### config.mk
export PLATFORM = sky130hd
export DESIGN_NAME = setassoc_lookup
export DESIGN_NICKNAME = d
export VERILOG_FILES = /design/src/rtl/sal_pkg.sv /design/src/rtl/sal_set_store.sv /design/src/rtl/sal_way_eval.sv /design/src/rtl/sal_ctrl.sv /design/src/rtl/setassoc_lookup.sv
export SDC_FILE = /design/constraint.sdc
export NUM_CORES = 1
export LEC_CHECK = 0
export BUFFER_PORTS_ARGS = -buffer_cell sky130_fd_sc_hd__buf_2
export CORE_MARGIN = 2
export CORE_UTILIZATION = 43
export DETAILED_ROUTE_END_ITERATION = 12
export GPL_TIMING_DRIVEN = 0
export SLEW_MARGIN = 10
export SYNTH_ARGS = -nofsm -noshare
export SYNTH_HDL_FRONTEND = slang
export SYNTH_SLANG_ARGS = --single-unit
export TNS_END_PERCENT = 20
### constraint.sdc
create_clock -name clk -period 6.3 [get_ports clk]
set_input_delay 0.315 -clock clk [delete_from_list [all_inputs] [get_ports clk]]
set_output_delay 0.315 -clock clk [all_outputs]
set_load 0.05 [all_outputs]
### src/rtl/sal_pkg.sv
package sal_pkg;
    typedef enum logic [0:0] {
        ST_IDLE   = 1'b0,
        ST_REPORT = 1'b1
    } sal_state_e;
endpackage

### src/rtl/sal_set_store.sv
module sal_set_store #(
    parameter int NUM_SETS = 8,
    parameter int NUM_WAYS = 4,
    parameter int TAG_W    = 8,
    parameter int AGE_W    = 3,
    parameter int SET_W    = $clog2(NUM_SETS),
    parameter int WAY_W    = $clog2(NUM_WAYS)
) (
    input  logic                                 clk,
    input  logic                                 rst_n,
    input  logic [SET_W-1:0]                     rd_set,
    output logic [NUM_WAYS-1:0]                  rd_valid,
    output logic [NUM_WAYS-1:0]                  rd_dirty,
    output logic [NUM_WAYS-1:0][TAG_W-1:0]       rd_tag,
    output logic [NUM_WAYS-1:0][AGE_W-1:0]       rd_age,
    input  logic                                 upd_en,
    input  logic [NUM_WAYS-1:0][AGE_W-1:0]       upd_age,
    input  logic                                 upd_dirty,
    input  logic [WAY_W-1:0]                     upd_dirty_way,
    input  logic                                 fill_en,
    input  logic [SET_W-1:0]                     fill_set,
    input  logic [WAY_W-1:0]                     fill_way,
    input  logic [TAG_W-1:0]                     fill_tag
);
    logic [NUM_SETS-1:0][NUM_WAYS-1:0]             valid_q;
    logic [NUM_SETS-1:0][NUM_WAYS-1:0]             dirty_q;
    logic [NUM_SETS-1:0][NUM_WAYS-1:0][TAG_W-1:0]  tag_q;
    logic [NUM_SETS-1:0][NUM_WAYS-1:0][AGE_W-1:0]  age_q;

    for (genvar s = 0; s < NUM_SETS; s++) begin : g_set
        for (genvar w = 0; w < NUM_WAYS; w++) begin : g_way
            logic fill_hit;
            logic upd_hit;
            assign fill_hit = fill_en && (fill_set == SET_W'(s)) && (fill_way == WAY_W'(w));
            assign upd_hit  = upd_en && (rd_set == SET_W'(s));

            always_ff @(posedge clk) begin
                if (!rst_n) begin
                    valid_q[s][w] <= 1'b0;
                    dirty_q[s][w] <= 1'b0;
                    tag_q[s][w]   <= '0;
                    age_q[s][w]   <= '0;
                end else if (fill_hit) begin
                    valid_q[s][w] <= 1'b1;
                    dirty_q[s][w] <= 1'b0;
                    tag_q[s][w]   <= fill_tag;
                    age_q[s][w]   <= '0;
                end else if (upd_hit) begin
                    age_q[s][w] <= upd_age[w];
                    if (upd_dirty && (upd_dirty_way == WAY_W'(w))) begin
                        dirty_q[s][w] <= 1'b1;
                    end
                end
            end
        end
    end

    assign rd_valid = valid_q[rd_set];
    assign rd_dirty = dirty_q[rd_set];
    assign rd_tag   = tag_q[rd_set];
    assign rd_age   = age_q[rd_set];
endmodule

### src/rtl/sal_way_eval.sv
module sal_way_eval #(
    parameter int NUM_WAYS = 4,
    parameter int TAG_W    = 8,
    parameter int AGE_W    = 3,
    parameter int WAY_W    = $clog2(NUM_WAYS)
) (
    input  logic [NUM_WAYS-1:0]            rd_valid,
    input  logic [NUM_WAYS-1:0]            rd_dirty,
    input  logic [NUM_WAYS-1:0][TAG_W-1:0] rd_tag,
    input  logic [NUM_WAYS-1:0][AGE_W-1:0] rd_age,
    input  logic [TAG_W-1:0]               req_tag,
    output logic                           hit,
    output logic [WAY_W-1:0]               hit_way,
    output logic [NUM_WAYS-1:0][AGE_W-1:0] new_age,
    output logic [WAY_W-1:0]               victim_way,
    output logic                           any_invalid,
    output logic                           victim_dirty,
    output logic [TAG_W-1:0]               victim_tag
);
    localparam logic [AGE_W-1:0] AGE_MAX = {AGE_W{1'b1}};

    logic [NUM_WAYS-1:0] match;

    for (genvar w = 0; w < NUM_WAYS; w++) begin : g_cmp
        assign match[w] = rd_valid[w] && (rd_tag[w] == req_tag);
        always_comb begin
            if (match[w]) begin
                new_age[w] = '0;
            end else if (rd_valid[w]) begin
                new_age[w] = (rd_age[w] == AGE_MAX) ? AGE_MAX : rd_age[w] + 1'b1;
            end else begin
                new_age[w] = rd_age[w];
            end
        end
    end

    assign hit         = |match;
    assign any_invalid = ~&rd_valid;

    always_comb begin
        hit_way = '0;
        for (int w = NUM_WAYS - 1; w >= 0; w--) begin
            if (match[w]) hit_way = WAY_W'(w);
        end
    end

    always_comb begin
        logic [AGE_W-1:0] best;
        victim_way = '0;
        best       = new_age[0];
        for (int w = 1; w < NUM_WAYS; w++) begin
            if (new_age[w] > best) begin
                best       = new_age[w];
                victim_way = WAY_W'(w);
            end
        end
        for (int w = 0; w < NUM_WAYS; w++) begin
            if (!rd_valid[w]) victim_way = WAY_W'(w);
        end
    end

    assign victim_dirty = rd_dirty[victim_way];
    assign victim_tag   = rd_tag[victim_way];
endmodule

### src/rtl/sal_ctrl.sv
module sal_ctrl
    import sal_pkg::*;
#(
    parameter int TAG_W         = 8,
    parameter int SET_W         = 3,
    parameter int WAY_W         = 2,
    parameter int BANK_W        = 2,
    parameter int BANK_IDX      = 0,
    parameter bit WRITE_THROUGH = 1'b0,
    parameter int ADDR_W        = TAG_W + SET_W + BANK_W
) (
    input  logic               clk,
    input  logic               rst_n,
    input  logic               req_valid,
    input  logic               req_write,
    input  logic [SET_W-1:0]   req_set,
    input  logic [TAG_W-1:0]   req_tag,
    input  logic               hit,
    input  logic [WAY_W-1:0]   hit_way,
    input  logic [WAY_W-1:0]   victim_way,
    input  logic               any_invalid,
    input  logic               victim_dirty,
    input  logic [TAG_W-1:0]   victim_tag,
    output logic               upd_dirty,
    output logic               rsp_valid,
    output logic               rsp_hit,
    output logic [WAY_W-1:0]   rsp_hit_way,
    output logic [WAY_W-1:0]   rsp_victim_way,
    output logic               rsp_ack,
    output logic               rsp_alloc,
    output logic               rsp_wb_req,
    output logic [ADDR_W-1:0]  rsp_wb_addr,
    output logic               rsp_wt_req,
    output logic [ADDR_W-1:0]  rsp_wt_addr
);
    localparam logic [BANK_W-1:0] BANK_BITS = BANK_W'(BANK_IDX);

    sal_state_e state_q, state_d;

    logic wt_n, wb_n, alloc_n, ack_n;

    assign wt_n      = WRITE_THROUGH && req_write;
    assign wb_n      = !WRITE_THROUGH && !hit && !any_invalid && victim_dirty;
    assign alloc_n   = !hit && !wt_n;
    assign ack_n     = hit || wt_n;
    assign upd_dirty = !WRITE_THROUGH && req_valid && req_write && hit;

    always_comb begin
        unique case (state_q)
            ST_IDLE:   state_d = req_valid ? ST_REPORT : ST_IDLE;
            ST_REPORT: state_d = req_valid ? ST_REPORT : ST_IDLE;
        endcase
    end

    always_ff @(posedge clk) begin
        if (!rst_n) state_q <= ST_IDLE;
        else        state_q <= state_d;
    end

    assign rsp_valid = (state_q == ST_REPORT);

    always_ff @(posedge clk) begin
        if (!rst_n || !req_valid) begin
            rsp_hit        <= 1'b0;
            rsp_hit_way    <= '0;
            rsp_victim_way <= '0;
            rsp_ack        <= 1'b0;
            rsp_alloc      <= 1'b0;
            rsp_wb_req     <= 1'b0;
            rsp_wb_addr    <= '0;
            rsp_wt_req     <= 1'b0;
            rsp_wt_addr    <= '0;
        end else begin
            rsp_hit        <= hit;
            rsp_hit_way    <= hit ? hit_way : '0;
            rsp_victim_way <= victim_way;
            rsp_ack        <= ack_n;
            rsp_alloc      <= alloc_n;
            rsp_wb_req     <= wb_n;
            rsp_wb_addr    <= {victim_tag, req_set, BANK_BITS};
            rsp_wt_req     <= wt_n;
            rsp_wt_addr    <= {req_tag, req_set, BANK_BITS};
        end
    end
endmodule

### src/rtl/setassoc_lookup.sv
module setassoc_lookup #(
    parameter int NUM_SETS      = 8,
    parameter int NUM_WAYS      = 4,
    parameter int TAG_W         = 8,
    parameter int AGE_W         = 3,
    parameter int BANK_W        = 2,
    parameter int BANK_IDX      = 0,
    parameter bit WRITE_THROUGH = 1'b0,
    parameter int SET_W         = $clog2(NUM_SETS),
    parameter int WAY_W         = $clog2(NUM_WAYS),
    parameter int ADDR_W        = TAG_W + SET_W + BANK_W
) (
    input  logic              clk,
    input  logic              rst_n,
    input  logic              req_valid,
    input  logic              req_write,
    input  logic [SET_W-1:0]  req_set,
    input  logic [TAG_W-1:0]  req_tag,
    input  logic              fill_valid,
    input  logic [SET_W-1:0]  fill_set,
    input  logic [WAY_W-1:0]  fill_way,
    input  logic [TAG_W-1:0]  fill_tag,
    output logic              rsp_valid,
    output logic              rsp_hit,
    output logic [WAY_W-1:0]  rsp_hit_way,
    output logic [WAY_W-1:0]  rsp_victim_way,
    output logic              rsp_ack,
    output logic              rsp_alloc,
    output logic              rsp_wb_req,
    output logic [ADDR_W-1:0] rsp_wb_addr,
    output logic              rsp_wt_req,
    output logic [ADDR_W-1:0] rsp_wt_addr
);
    logic [NUM_WAYS-1:0]            rd_valid, rd_dirty;
    logic [NUM_WAYS-1:0][TAG_W-1:0] rd_tag;
    logic [NUM_WAYS-1:0][AGE_W-1:0] rd_age, new_age;
    logic                           hit, any_invalid, victim_dirty, upd_dirty;
    logic [WAY_W-1:0]               hit_way, victim_way;
    logic [TAG_W-1:0]               victim_tag;

    sal_set_store #(
        .NUM_SETS(NUM_SETS), .NUM_WAYS(NUM_WAYS), .TAG_W(TAG_W),
        .AGE_W(AGE_W), .SET_W(SET_W), .WAY_W(WAY_W)
    ) u_store (
        .clk(clk), .rst_n(rst_n), .rd_set(req_set),
        .rd_valid(rd_valid), .rd_dirty(rd_dirty), .rd_tag(rd_tag), .rd_age(rd_age),
        .upd_en(req_valid), .upd_age(new_age),
        .upd_dirty(upd_dirty), .upd_dirty_way(hit_way),
        .fill_en(fill_valid), .fill_set(fill_set), .fill_way(fill_way), .fill_tag(fill_tag)
    );

    sal_way_eval #(
        .NUM_WAYS(NUM_WAYS), .TAG_W(TAG_W), .AGE_W(AGE_W), .WAY_W(WAY_W)
    ) u_eval (
        .rd_valid(rd_valid), .rd_dirty(rd_dirty), .rd_tag(rd_tag), .rd_age(rd_age),
        .req_tag(req_tag), .hit(hit), .hit_way(hit_way), .new_age(new_age),
        .victim_way(victim_way), .any_invalid(any_invalid),
        .victim_dirty(victim_dirty), .victim_tag(victim_tag)
    );

    sal_ctrl #(
        .TAG_W(TAG_W), .SET_W(SET_W), .WAY_W(WAY_W), .BANK_W(BANK_W),
        .BANK_IDX(BANK_IDX), .WRITE_THROUGH(WRITE_THROUGH), .ADDR_W(ADDR_W)
    ) u_ctrl (
        .clk(clk), .rst_n(rst_n), .req_valid(req_valid), .req_write(req_write),
        .req_set(req_set), .req_tag(req_tag), .hit(hit), .hit_way(hit_way),
        .victim_way(victim_way), .any_invalid(any_invalid),
        .victim_dirty(victim_dirty), .victim_tag(victim_tag),
        .upd_dirty(upd_dirty), .rsp_valid(rsp_valid), .rsp_hit(rsp_hit),
        .rsp_hit_way(rsp_hit_way), .rsp_victim_way(rsp_victim_way),
        .rsp_ack(rsp_ack), .rsp_alloc(rsp_alloc), .rsp_wb_req(rsp_wb_req),
        .rsp_wb_addr(rsp_wb_addr), .rsp_wt_req(rsp_wt_req), .rsp_wt_addr(rsp_wt_addr)
    );
endmodule

# Word-level counts from Yosys, hierarchy flattened
# Index checks and enable logic that the tools add are counted.
dict set report classes {
  n_addsub 4
  n_lt_le_gt_ge 5
  eq_ne 28
  muxes 38
  bitwise 2
  reduce_logical 135
}
# cell n
set op_table {}
lappend op_table {{binary-select mux 32 bit (select 3 bit)} 1}
lappend op_table {{OR reduction 2 bit} 33}
lappend op_table {{AND reduction 2 bit} 32}
lappend op_table {{logical AND 1 bit} 60}
lappend op_table {{two-way mux 3 bit} 14}
lappend op_table {{binary-select mux 12 bit (select 3 bit)} 1}
lappend op_table {{equality test 3 bit (second input constant)} 12}
lappend op_table {{equality test 8 bit} 4}
lappend op_table {{two-way mux 32 bit} 1}
lappend op_table {{binary-select mux 4 bit (select 3 bit)} 2}
lappend op_table {{two-way mux 2 bit} 10}
lappend op_table {{binary-select mux 8 bit (select 2 bit)} 1}
lappend op_table {{adder 3 x 1 -> 3 bit (second input constant)} 4}
lappend op_table {{equality test 3 x 2 -> 1 bit (second input constant)} 4}
lappend op_table {{two-way mux 12 bit} 1}
lappend op_table {{> comparator 3 bit} 3}
lappend op_table {{equality test 2 bit (second input constant)} 4}
lappend op_table {{two-way mux 4 bit} 2}
lappend op_table {{two-way mux 8 bit} 1}
lappend op_table {{equality test 3 x 1 -> 1 bit (second input constant)} 2}
lappend op_table {{zero test 3 bit} 2}
lappend op_table {{equality test 2 x 1 -> 1 bit (second input constant)} 2}
lappend op_table {{zero test 2 bit} 2}
lappend op_table {{< comparator 3 x 4 -> 1 bit (second input constant)} 1}
lappend op_table {{other kinds (8)} 13}
dict set report totals {
  ff_bits 450
  inputBits 29
  out_inout_bits 36
  wordCells 350
}

# Longest topological paths before layout
# Gate-level depths: netlist of run 1.
dict set report logic_depth {
  depth_word 19
  mapped_depth 39
}

# Hierarchy
# Synthesis of run 1 repeated with hierarchy kept, for this count alone.
dict set report hier_totals {
  hier_cells 2023
  hier_area_um2 20576.0
}
# module n_inst cells_each area_per_inst_um2 seq_area_each_um2
set modules_own_cells {}
lappend modules_own_cells {sal_set_store 1 1754 18285.0 8328.0}
lappend modules_own_cells {sal_way_eval 1 199 1446.4 0.0}
lappend modules_own_cells {sal_ctrl 1 70 844.6 540.5}

# Least setup slack after synthesis of run 1
# OpenSTA, ideal clock, no wires.
dict set report synth_timing {
  path_type {in2reg}
  from {input req_set[2]}
  to {register u_ctrl.rsp_wb_addr[6]}
  setup_ps 65
  t_arrival_ps 6617
  t_required_ps 6235
  slack_ps -382
  stages 37
  n_path_buf 9
  cell_sequence {buf_6 buf_6 buf_8 buf_6 buf_6 buf_6 buf_2 mux4_2 mux2i_1 inv_1 ha_1 inv_1 nor2_1 o21ai_0 o21ai_1 o21ai_1 inv_1 ha_1 a21o_1 a21oi_1 nor2_1 mux2i_1 inv_1 ha_1 a21o_1 o21a_1 mux2i_1 ha_1 nor2b_1 o21ai_0 a32o_1 o31ai_1 a21oi_2 buf_4 buf_2 mux4_2 nor2_1}
}
# element line_no
set synth_rtl {}
lappend synth_rtl {{from (decl)} setassoc_lookup.sv:17} ;# input logic [SET_W-1:0] req_set,
lappend synth_rtl {{to (signal assigned)} sal_ctrl.sv:80} ;# rsp_wb_addr <= {victim_tag, req_set, BANK_BITS};
lappend synth_rtl {{to (decl)} sal_ctrl.sv:32} ;# output logic [ADDR_W-1:0] rsp_wb_addr,

==> results of run 1 <==
[critical path: cells and delay by family]
family	cells	cell delay, ps
simple gates	7	1080
compound gates	7	1070
buf+inv	12	1450
mux	6	1720
fa+ha+maj	4	1020
[final cells by class]
cell class,count,area [um^2]
Buffer,154,1000
Multi-Input combinational cell,1773,11500
Clock buffer,72,1430
Sequential cell,443,8870
Tap cell,615,769
Fill cell,4543,23200
Clock inverter,19,250
Antenna cell,1,2.50
Timing Repair Buffer,104,704
Inverter,25,101
[Yosys cell counts (all sizes together), types with 2 or more instances]
master | instances | area, um^2
nand2 | 794 | 2980
dfxtp | 443 | 8870
a21boi | 256 | 1920
nor2 | 109 | 414
clkbuf | 106 | 399
a21oi | 104 | 528
mux4 | 77 | 1730
mux2i | 64 | 669
buf | 51 | 423
o21a | 49 | 368
mux2 | 36 | 405
nand3 | 33 | 165
o21ai | 30 | 154
nor2b | 26 | 163
inv | 22 | 82.6
o31ai | 17 | 243
xnor2 | 17 | 149
o22ai | 16 | 100
a211oi | 14 | 115
ha | 13 | 163
nand2b | 13 | 81.3
nor3 | 13 | 65.1
and2 | 9 | 56.3
a22oi | 8 | 60.1
and3 | 8 | 50.1
xor2 | 8 | 70.1
a221oi | 5 | 43.8
a21o | 4 | 30.0
nand4 | 4 | 31.3
or2 | 4 | 25.0
a221o | 3 | 30.0
a22o | 3 | 26.3
clkinv | 3 | 11.3
nor4b | 3 | 32.5
o211ai | 3 | 22.5
a2111oi | 2 | 17.5
a2bb2oi | 2 | 17.5
a31oi | 2 | 12.5
and4 | 2 | 17.5
o211a | 2 | 20.0
or3 | 2 | 12.5
[routing by layer]
metal  part of all wire (%)  wire length (um)
met1                     39             33700
met2                     45             39100
met3                    9.7              8470
met4                    6.9              6060
met5                      0                 0
[cells by family after synthesis]
| kind of cell | count (synthesis) |
|---|---|
| multiplexers | 177 |
| flip-flops | 443 |
| buffers and inverters | 182 |
| other | 1 |
| AO/OA/AOI/OAI | 526 |
| AND/OR/NAND/NOR | 1027 |
| XOR/XNOR | 25 |
| adder cells (fa/ha/maj) | 13 |
[registers in the layout, indices dropped and copies added (netlist names)]
| register | cells |
|---|---|
| u_ctrl.rsp_valid | 1 |
| u_store.dirty_q | 32 |
| u_store.valid_q | 32 |
| u_ctrl.rsp_wb_req | 1 |
| u_ctrl.rsp_hit | 1 |
| u_ctrl.rsp_wb_addr | 11 |
| u_ctrl.rsp_victim_way | 2 |
| u_ctrl.rsp_alloc | 1 |
| u_ctrl.rsp_wt_addr | 8 |
| u_store.age_q | 96 |
| u_ctrl.rsp_hit_way | 2 |
| u_store.tag_q | 256 |
[worst max-delay path by stage]
stage                              to  slack, ps
2_1_floorplan   u_ctrl.rsp_wb_addr[9]          3
5_1_grt        u_ctrl.rsp_wb_addr[11]        -50
4_1_cts        u_ctrl.rsp_wb_addr[12]          4
6_report       u_ctrl.rsp_wb_addr[12]        130
3_5_place_dp    u_ctrl.rsp_wb_addr[5]      -2280
3_3_place_gp    u_ctrl.rsp_wb_addr[5]      -2120
[power by group through the flow]
stage / combinational, mW / sequential (mW) / clock (mW)
floorplan: 0.301 / 2.91 / 0
global placement: 0.536 / 2.89 / 0
detailed placement: 0.539 / 2.89 / 0
CTS: 0.583 / 2.83 / 3.03
global route: 0.626 / 2.83 / 3.13
finish: 0.613 / 2.83 / 3.02
[through the flow]
step	hold slack, ps	TNS, ps	utilization, %	power (mW)	cells
floorplan	431	0	-	3.21	2398
global placement	439	-19980	45.9	3.43	3059
detailed placement	445	-21700	45.9	3.43	3059
CTS	4.28	0	50.8	6.44	3193
global route	39.0	-257	51.4	6.59	3205
finish	34.0	0	51.4	6.47	3206
[timing repair]
item	CTS	global route
endpoints found under the hold margin	10	0
pin swaps	11	21
buffers inserted	38	13
resized for setup	88	40
endpoints found under the setup margin	11	10
hold buffers	6	0
cloned	1	0
==> reports/qor.csv, run 1 <==
stage,metric,value,unit
yosys,synth-edff-count,0,
setup_path,r2r-end,u_ctrl.rsp_wb_addr[12],
power_and_ir_drop,p_leak,8.57,nW
hold_path,min_to,u_store.tag_q[101],
routing,ant_nets,0,
placement,placed_cell_area,0.0219,mm^2
grt,grt_use_met1,43.6,%
grt,met2_usage,54.1,%
placement,routabilityCongestion,0.987,
sta,slew_headroom,19.8,%
routing,viasPerCell,5.99,
hold_path,hold_path_class,primary input to flip-flop,
yosys,yosysWarningCount,0,
yosys,syn-cell-area,0.0209,mm^2
setup_path,crit_path_top_delay_cell,mux2_2,
sta,setup_ws,134,ps
sta,hold_violations,0,
setup_path,worstSetupStartpointType,primary input,
finish,layout_common_cells,"nand2_1 (792), dfxtp_1 (443), a21boi_0 (256)",
yosys,ys_types,75,
floorplanning,dieWidth,224,um
clocking,cts.clk_slew.worst_paths,60,ps
yosys,yosys.area_share.adder,0.778,%
grt,busiest_layer,met2,
sta,setup_viol_count_final,0,
grt,grt_pass1_vias,18300,
yosys,synth-xor-area-share,1.05,%
finish,nets,2593,
finish,drive_gt1_share,16.3,%
power_and_ir_drop,p_sw,1.68,mW
setup_path,critPathRequiredTime,6820,ps
setup_path,endpoint_kind,flip-flop,
grt,grt_antenna_before_repair,4,
grt,grt_pass1_wl,124000,um
yosys,synthFlopType,dfxtp_1,
setup_path,path_class,primary input to flip-flop,
sta,fin_crit_sh,97.9,%
clocking,clock_path_buffers,3,
status,outcome,completed,
floorplanning,design.die.area,0.0504,mm^2
sta,final.min_clock_period,6170,ps
yosys,muxShareOfSynthArea,13.4,%
setup_path,r2r-start,u_store.tag_q[131],
setup_path,cp_slowest_stage_delay,330,ps
floorplanning,core-area,0.0478,mm^2
power_and_ir_drop,swShare,26.0,%
setup_path,path_common_cell,buf_12,
routing,routedWlPerCell,27.2,um
setup_path,reg2reg_slack,170,ps
clocking,root_buffer,clkbuf_16,
placement,place_hpwl,62200,um
clocking,cts_tree,done,
grt,grt_overflow,0,
yosys,synth_top_family_by_area,simple AND/OR/NAND/NOR gates,
power_and_ir_drop,clockPowerShare,46.7,%
grt,grt_usage,34.2,%
power_and_ir_drop,p_comb_share,9.5,%
hold_path,worst_hold_startpoint,fill_tag[5],
setup_path,arrival,6680,ps
grt,grt_use_met3,5.83,%
floorplanning,ios,65,
hold_path,min_path_cells,3,
yosys,synthCells,2394,
routing,dr.pass1.iters,5,
yosys,synth_area_per_cell,8.73,um^2
placement,io_buffers,46,
power_and_ir_drop,peakVddDrop,0.000207,V
floorplanning,die_h,224,um
clocking,numCtsBuffers,50,
floorplanning,core.rowCount,80,
yosys,synth-compound-area-share,18.0,%
sta,maxSlewViolCount,0,
clocking,insertion_delay,620,ps
finish,area_growth,17.7,%
setup_path,critPathMaxFanout,9,
sta,fmax,162,MHz
yosys,yosysSeqAreaShare,42.4,%
routing,drc,0,
power_and_ir_drop,p_int,4.79,mW
routing,vias,19200,
yosys,synth_simple_gate_area_share,19.9,%
flow_run,cap_violations,0,
setup_path,startpoint,req_set[2],
finish,layout_commonest_cell,nand2_1,
finish,fin_area,0.0246,mm^2
power_and_ir_drop,power_density,263,mW/mm^2
sta,skew,29.8,ps
yosys,async_reset_ff_share,0,%
yosys,synth-seq-cells,443,
placement,dpl_worst_slack,-2280,ps
grt,grt_max_degree,14,
routing,drt-total-wl,87300,um
power_and_ir_drop,pwr-share-seq,43.8,%
clocking,cts_htree_levels,2,
sta,tightestPinTransition,1200,ps
routing,drt_iter0_drc,1997,
clocking,numClockSinks,443,
floorplanning,start_util,43.7,%
setup_path,reg2reg_depth,26,
Power figures use the tool's default switching activity.
==> inputs of run 2 (changes only) <==
SETUP_SLACK_MARGIN = 0.4   (was not set)
==> reports/qor.csv, run 2 (synthesized netlist as in run 1, its figures left out) <==
stage,metric,value,unit,change
status,outcome,completed,,
routing,drc,0,,unchanged
grt,grt_pass1_wl,126000,um,+1.8%
grt,grt_pass1_vias,18600,,+1.9%
grt,grt_use_met1,44.1,%,+0.48 points
sta,slew_headroom,16.9,%,-2.9 points
setup_path,arrival,6580,ps,-100 ps
sta,skew,23.5,ps,-6.29 ps
grt,busiest_layer,met2,,
grt,met2_usage,53.8,%,-0.28 points
routing,viasPerCell,6.01,,+0.35%
sta,final.min_clock_period,6130,ps,-40.1 ps
grt,grt_use_met3,6.88,%,+1.1 points
floorplanning,die_h,224,um,unchanged
placement,place_hpwl,62000,um,-0.27%
finish,regMostFlops,u_store.tag_q,,
setup_path,cp_slowest_stage_delay,480,ps,+150 ps
routing,vias,19300,,+0.79%
clocking,insertion_delay,620,ps,about the same
power_and_ir_drop,power_density,261,mW/mm^2,-0.58%
sta,fin_crit_sh,97.2,%,-0.64 points
power_and_ir_drop,p_sw,1.71,mW,+1.5%
setup_path,critPathMaxFanout,6,,-3
setup_path,r2r-start,u_store.tag_q[227],,
floorplanning,core-area,0.0478,mm^2,unchanged
setup_path,worstSetupStartpointType,flip-flop,,
setup_path,critPathRequiredTime,6750,ps,-70 ps
setup_path,reg2reg_slack,170,ps,about the same
grt,grt_usage,34.6,%,+0.40 points
power_and_ir_drop,pwr-share-seq,43.6,%,-0.2 points
clocking,cts_tree,done,,
power_and_ir_drop,p_leak,8.71,nW,+1.5%
floorplanning,dieWidth,224,um,unchanged
routing,ant_nets,0,,unchanged
clocking,clock_path_buffers,3,,unchanged
power_and_ir_drop,p_int,4.79,mW,+0.15%
finish,fill_cells,4490,,-1.2%
flow_run,cap_violations,0,,unchanged
finish,layout_commonest_cell,nand2_1,,
power_and_ir_drop,p_comb_share,9.6,%,about the same
routing,drt_iter0_drc,2053,,+2.8%
sta,rsz0062_at_grt,yes,,
sta,tightestPinTransition,1250,ps,+42.8 ps
sta,setup_viol_count_final,0,,unchanged
sta,maxSlewViolCount,0,,unchanged
routing,routedWlPerCell,27.3,um,+0.40%
finish,multi_input_area,0.0115,mm^2,+0.64%
hold_path,min_to,u_store.tag_q[113],,
finish,reg_top3,"u_store.tag_q: 256 flops, u_store.age_q: 96 flops",,
sta,fmax,163,MHz,+0.65%
finish,drive_gt1_share,17.5,%,+1.3 points
grt,grt_overflow,0,,unchanged
sta,fin_hold_ws,11.4,ps,-22.6 ps
hold_path,hold_path_class,primary input to flip-flop,,
routing,drt-total-wl,88000,um,+0.84%
setup_path,crit_family,compound AO/OA/AOI/OAI gates,,
placement,placedCellCount,3059,,unchanged
clocking,numCtsBuffers,49,,-2.0%
finish,layout_common_cells,"nand2_1 (792), dfxtp_1 (441), a21boi_0 (256)",,
placement,io_buffers,46,,unchanged
setup_path,path_common_cell,a21o_1,,
power_and_ir_drop,clockPowerShare,46.8,%,about the same
sta,hold_violations,0,,unchanged
power_and_ir_drop,swShare,26.3,%,+0.26 points
finish,area_growth,19.0,%,
clocking,root_buffer,clkbuf_16,,
setup_path,reg2reg_depth,29,,+12%
floorplanning,core.rowCount,80,,unchanged
clocking,cts_htree_levels,2,,unchanged
setup_path,timing.critical_path.buf_inv,6,,-6
setup_path,path_class,flip-flop to flip-flop,,
clocking,numClockSinks,443,,unchanged
routing,dr.pass1.iters,7,,+2
setup_path,endpoint_kind,flip-flop,,
setup_path,r2r-end,u_ctrl.rsp_wb_addr[10],,
sta,tns,0,ps,unchanged
hold_path,min_path_cells,3,,unchanged
power_and_ir_drop,peakVddDrop,0.000180,V,-13%
floorplanning,ios,65,,unchanged
finish,largest_reg_flops,256,,unchanged
finish,nets,2607,,+0.54%
finish,regArea,0.00887,mm^2,about the same
grt,grt_max_degree,14,,unchanged
placement,routabilityCongestion,1.02,,+2.9%
hold_path,worst_hold_startpoint,fill_tag[1],,
clocking,cts.clk_slew.worst_paths,60,ps,about the same
setup_path,crit_path_top_delay_cell,a211oi_2,,
floorplanning,start_util,43.7,%,unchanged
finish,fin_cells,3220,,+0.44%
floorplanning,design.die.area,0.0504,mm^2,unchanged
grt,grt_antenna_before_repair,1,,-3
run 2: changes by cell type in the layout (fill, tap and decap cells not counted), moves of 3 or more:
| cell | previous run | this run |
|---|---|---|
| ha_4 | 3 | 6 |
| clkbuf_1 | 113 | 106 |
| mux2i_2 | 5 | 10 |
| inv_1 | 19 | 15 |
| mux2i_1 | 52 | 49 |
| buf_4 | 65 | 75 |
| clkbuf_8 | 7 | 15 |
run 2: layout make-up:
cell class | count | share of cell area, %
clock inverter | 20 | 0.981
buffer | 157 | 4.28
clock buffer | 70 | 5.85
tap | 615 | 3.09
multi-input combinational | 1773 | 46.4
timing repair buffer | 116 | 3.23
sequential | 443 | 35.7
inverter | 25 | 0.443
antenna | 1 | 0.0101
run 2: power by group through the flow:
stage / clock [mW] / sequential [mW] / combinational, mW
2_1_floorplan: 0 / 2.91 / 0.306
3_3_place_gp: 0 / 2.89 / 0.537
3_5_place_dp: 0 / 2.89 / 0.540
4_1_cts: 3.04 / 2.83 / 0.589
5_1_grt: 3.16 / 2.83 / 0.631
6_report: 3.04 / 2.83 / 0.623
run 2: worst reg2reg max path: cells and delay by family, from the launching register on:
kind | cells | cell delay [ps]
compound gates | 12 | 2500
fa+ha+maj | 3 | 780
buf+inv | 6 | 670
flops | 1 | 320
mux | 3 | 830
simple gates | 5 | 860
run 2: worst max-delay path by stage:
stage	start	endpoint	slack, ps	depth (start not counted)
finish	u_store.tag_q[227]	u_ctrl.rsp_wb_addr[10]	170	29
global placement	req_set[2]	u_ctrl.rsp_wb_addr[7]	-1770	31
global route	req_set[2]	u_ctrl.rsp_wb_addr[10]	100	39
floorplan	req_set[2]	u_ctrl.rsp_wb_req	150	37
detailed placement	req_set[2]	u_ctrl.rsp_wb_addr[10]	-1780	31
CTS	req_set[2]	u_ctrl.rsp_wb_addr[9]	360	37
run 2: repair_timing:
item / 4_1_cts / 5_1_grt
gates resized for setup: 94 / 45
setup endpoints to repair: 11 / 10
endpoints found under the hold margin: 10 / 0
setup buffers: 43 / 21
pin swaps: 24 / 22
cloned: 1 / 0
hold buffers: 5 / 0
run 2: per-stage QoR:
step           total power [mW]  setup slack, ps  utilization [%]  cell area (um^2)
2_1_floorplan              3.22              155                -             21000
3_3_place_gp               3.43            -1770             46.1             22000
3_5_place_dp               3.43            -1780             46.1             22000
4_1_cts                    6.46              364             51.3             24500
5_1_grt                    6.62              100             52.0             24900
6_report                   6.50              174             52.0             24900
run 2: routing by layer:
| layer | vias up | share of wire, % |
|---|---|---|
| met4 | 0 | 7.3 |
| met3 | 314 | 9.7 |
| met5 | - | 0 |
| met2 | 1195 | 44 |
| li1 | 8506 | - |
| met1 | 9331 | 39 |
==> inputs of run 3 (changes only) <==
ABC_CLOCK_PERIOD_IN_PS = 6300   (was not set)
PLACE_DENSITY = 0.65   (was not set)
==> reports/qor.csv, run 3 (synthesized netlist as in run 1, its figures left out) <==
stage,metric,value,unit,change
power_and_ir_drop,p_comb_share,9.6,%,about the same
setup_path,critPathMaxFanout,10,,+4
finish,nets,2613,,+0.23%
placement,io_buffers,46,,unchanged
sta,tightestPinTransition,1240,ps,-8.69 ps
setup_path,arrival,6640,ps,+60 ps
placement,routabilityCongestion,1.01,,-0.57%
setup_path,critPathRequiredTime,6800,ps,+50 ps
clocking,insertion_delay,620,ps,about the same
sta,slew_headroom,17.2,%,+0.27 points
sta,fin_crit_sh,97.4,%,+0.18 points
floorplanning,dieWidth,224,um,unchanged
finish,layout_common_cells,"nand2_1 (793), dfxtp_1 (442), a21boi_0 (256)",,
floorplanning,die_h,224,um,unchanged
grt,grt_overflow,0,,unchanged
power_and_ir_drop,swShare,26.0,%,-0.25 points
finish,final_util,52.0,%,about the same
clocking,cts_htree_levels,2,,unchanged
clocking,cts_tree,done,,
floorplanning,core.rowCount,80,,unchanged
routing,vias,19500,,+0.56%
setup_path,crit_path_top_delay_cell,a211oi_4,,
grt,grt_pass1_vias,18500,,-0.56%
setup_path,reg2reg_slack,170,ps,about the same
finish,reg_top3,"u_store.tag_q: 256 flops, u_store.age_q: 96 flops",,
grt,grt_usage,33.6,%,-0.97 points
sta,hold_violations,0,,unchanged
placement,place_hpwl,60000,um,-3.4%
status,outcome,completed,,
power_and_ir_drop,peakVddDrop,0.000202,V,+12%
floorplanning,core-area,0.0478,mm^2,unchanged
floorplanning,design.die.area,0.0504,mm^2,unchanged
finish,regArea,0.00887,mm^2,about the same
routing,drt-total-wl,85800,um,-2.6%
grt,grt_max_degree,14,,unchanged
flow_run,cap_violations,0,,unchanged
clocking,cts.clk_slew.worst_paths,60,ps,about the same
sta,skew,33.9,ps,+10.3 ps
sta,maxSlewViolCount,0,,unchanged
finish,drive_gt1_share,17.6,%,+0.032 points
power_and_ir_drop,power_density,257,mW/mm^2,-1.6%
routing,drc,0,,unchanged
power_and_ir_drop,p_int,4.73,mW,-1.2%
clocking,root_buffer,clkbuf_16,,
clocking,numClockSinks,443,,unchanged
setup_path,worstSetupStartpointType,primary input,,
power_and_ir_drop,pwr-share-seq,44.3,%,+0.7 points
sta,fmax,163,MHz,-0.19%
power_and_ir_drop,p_sw,1.66,mW,-2.5%
routing,ant_nets,0,,unchanged
finish,area_growth,19.0,%,about the same
routing,viasPerCell,6.04,,+0.53%
grt,grt_antenna_before_repair,0,,-1
setup_path,endpoint_kind,flip-flop,,
grt,grt_pass1_wl,123000,um,-2.5%
floorplanning,ios,65,,unchanged
setup_path,cp_slowest_stage_delay,340,ps,-140 ps
power_and_ir_drop,clockPowerShare,46.1,%,-0.7 points
sta,fin_hold_ws,24.7,ps,+13.3 ps
clocking,numCtsBuffers,48,,-2.0%
routing,drt_iter0_drc,2230,,+8.6%
sta,rsz0062_at_grt,yes,,
finish,multi_input_area,0.0116,mm^2,+0.44%
setup_path,path_class,primary input to flip-flop,,
clocking,clock_path_buffers,3,,unchanged
finish,layout_commonest_cell,nand2_1,,
finish,largest_reg_flops,256,,unchanged
finish,regMostFlops,u_store.tag_q,,
sta,final.min_clock_period,6140,ps,+11.6 ps
finish,fill_cells,4373,,-2.6%
floorplanning,start_util,43.7,%,unchanged
hold_path,hold_path_class,primary input to flip-flop,,
routing,routedWlPerCell,26.6,um,-2.6%
sta,setup_viol_count_final,0,,unchanged
power_and_ir_drop,p_leak,8.69,nW,-0.21%
routing,dr.pass1.iters,6,,-1
==> run 3: changes by cell type in the layout (fill, tap and decap cells not counted), sizes merged <==
cell	previous run	this run
clkinv	14	12
clkbuf	177	175
buf	161	168
dlygate4sd3	5	6
clkinvlp	3	0
==> run 3: final timing paths <==
| path | end | cells after the start | from |
|---|---|---|---|
| max reg2reg | u_ctrl.rsp_wb_addr[11] | 28 | u_store.tag_q[227] |
| min | u_store.tag_q[79] | 3 | fill_tag[7] |
| max | u_ctrl.rsp_wb_addr[11] | 37 | req_set[0] |
| min reg2reg | u_store.age_q[83] | 2 | u_store.age_q[83] |
==> run 3: metrics by stage <==
step / worst slack (ps) / power, mW / cells / TNS (ps) / instance area (um^2)
floorplan: 155 / 3.22 / 2398 / 0 / 21000
global placement: -1710 / 3.42 / 3059 / -16160 / 22000
detailed placement: -1710 / 3.43 / 3059 / -16440 / 22000
CTS: 340 / 6.37 / 3217 / 0 / 24700
global route: -8.25 / 6.52 / 3220 / -8.25 / 24900
finish: 162 / 6.40 / 3221 / 0 / 24900
==> run 3: layout make-up <==
type                    instances  share of cell area (%)
well taps                     615                    3.09
clock inverters                15                   0.840
repair buffers                124                    3.48
plain buffers                 156                    4.20
diodes                          1                  0.0101
multi-input cells            1773                    46.6
flip-flops and latches        443                    35.7
inverters                      25                   0.433
clock buffers                  69                    5.67
==> run 3: power groups by stage <==
stage | Sequential (mW) | Clock [mW] | Combinational [mW]
final | 2.83 | 2.95 | 0.617
after global routing | 2.83 | 3.06 | 0.629
after CTS | 2.83 | 2.95 | 0.586
after detailed placement | 2.89 | 0 | 0.533
after global placement | 2.89 | 0 | 0.530
after floorplan | 2.91 | 0 | 0.306
==> run 3: critical path, delay by kind of cell <==
| kind | cells | cell delay [ps] |
|---|---|---|
| compound gates | 12 | 1970 |
| buf+inv | 12 | 1810 |
| fa+ha+maj | 4 | 1020 |
| mux | 3 | 860 |
| simple gates | 6 | 620 |
==> run 3: routing by layer <==
layer	GRT usage [%]	share of wire [%]	vias up
li1	-	-	8507
met1	42.4	38	9392
met2	52.3	44	1222
met3	7.97	11	334
met4	20.2	6.6	0
met5	0	0	-
==> run 3: timing repair <==
action,4_1_cts,5_1_grt
pin swaps,24,27
gates resized for setup,99,36
hold buffers,6,0
setup buffers,67,4
endpoints found under the setup margin,11,10
endpoints found under the hold margin,10,0
gates cloned,1,0
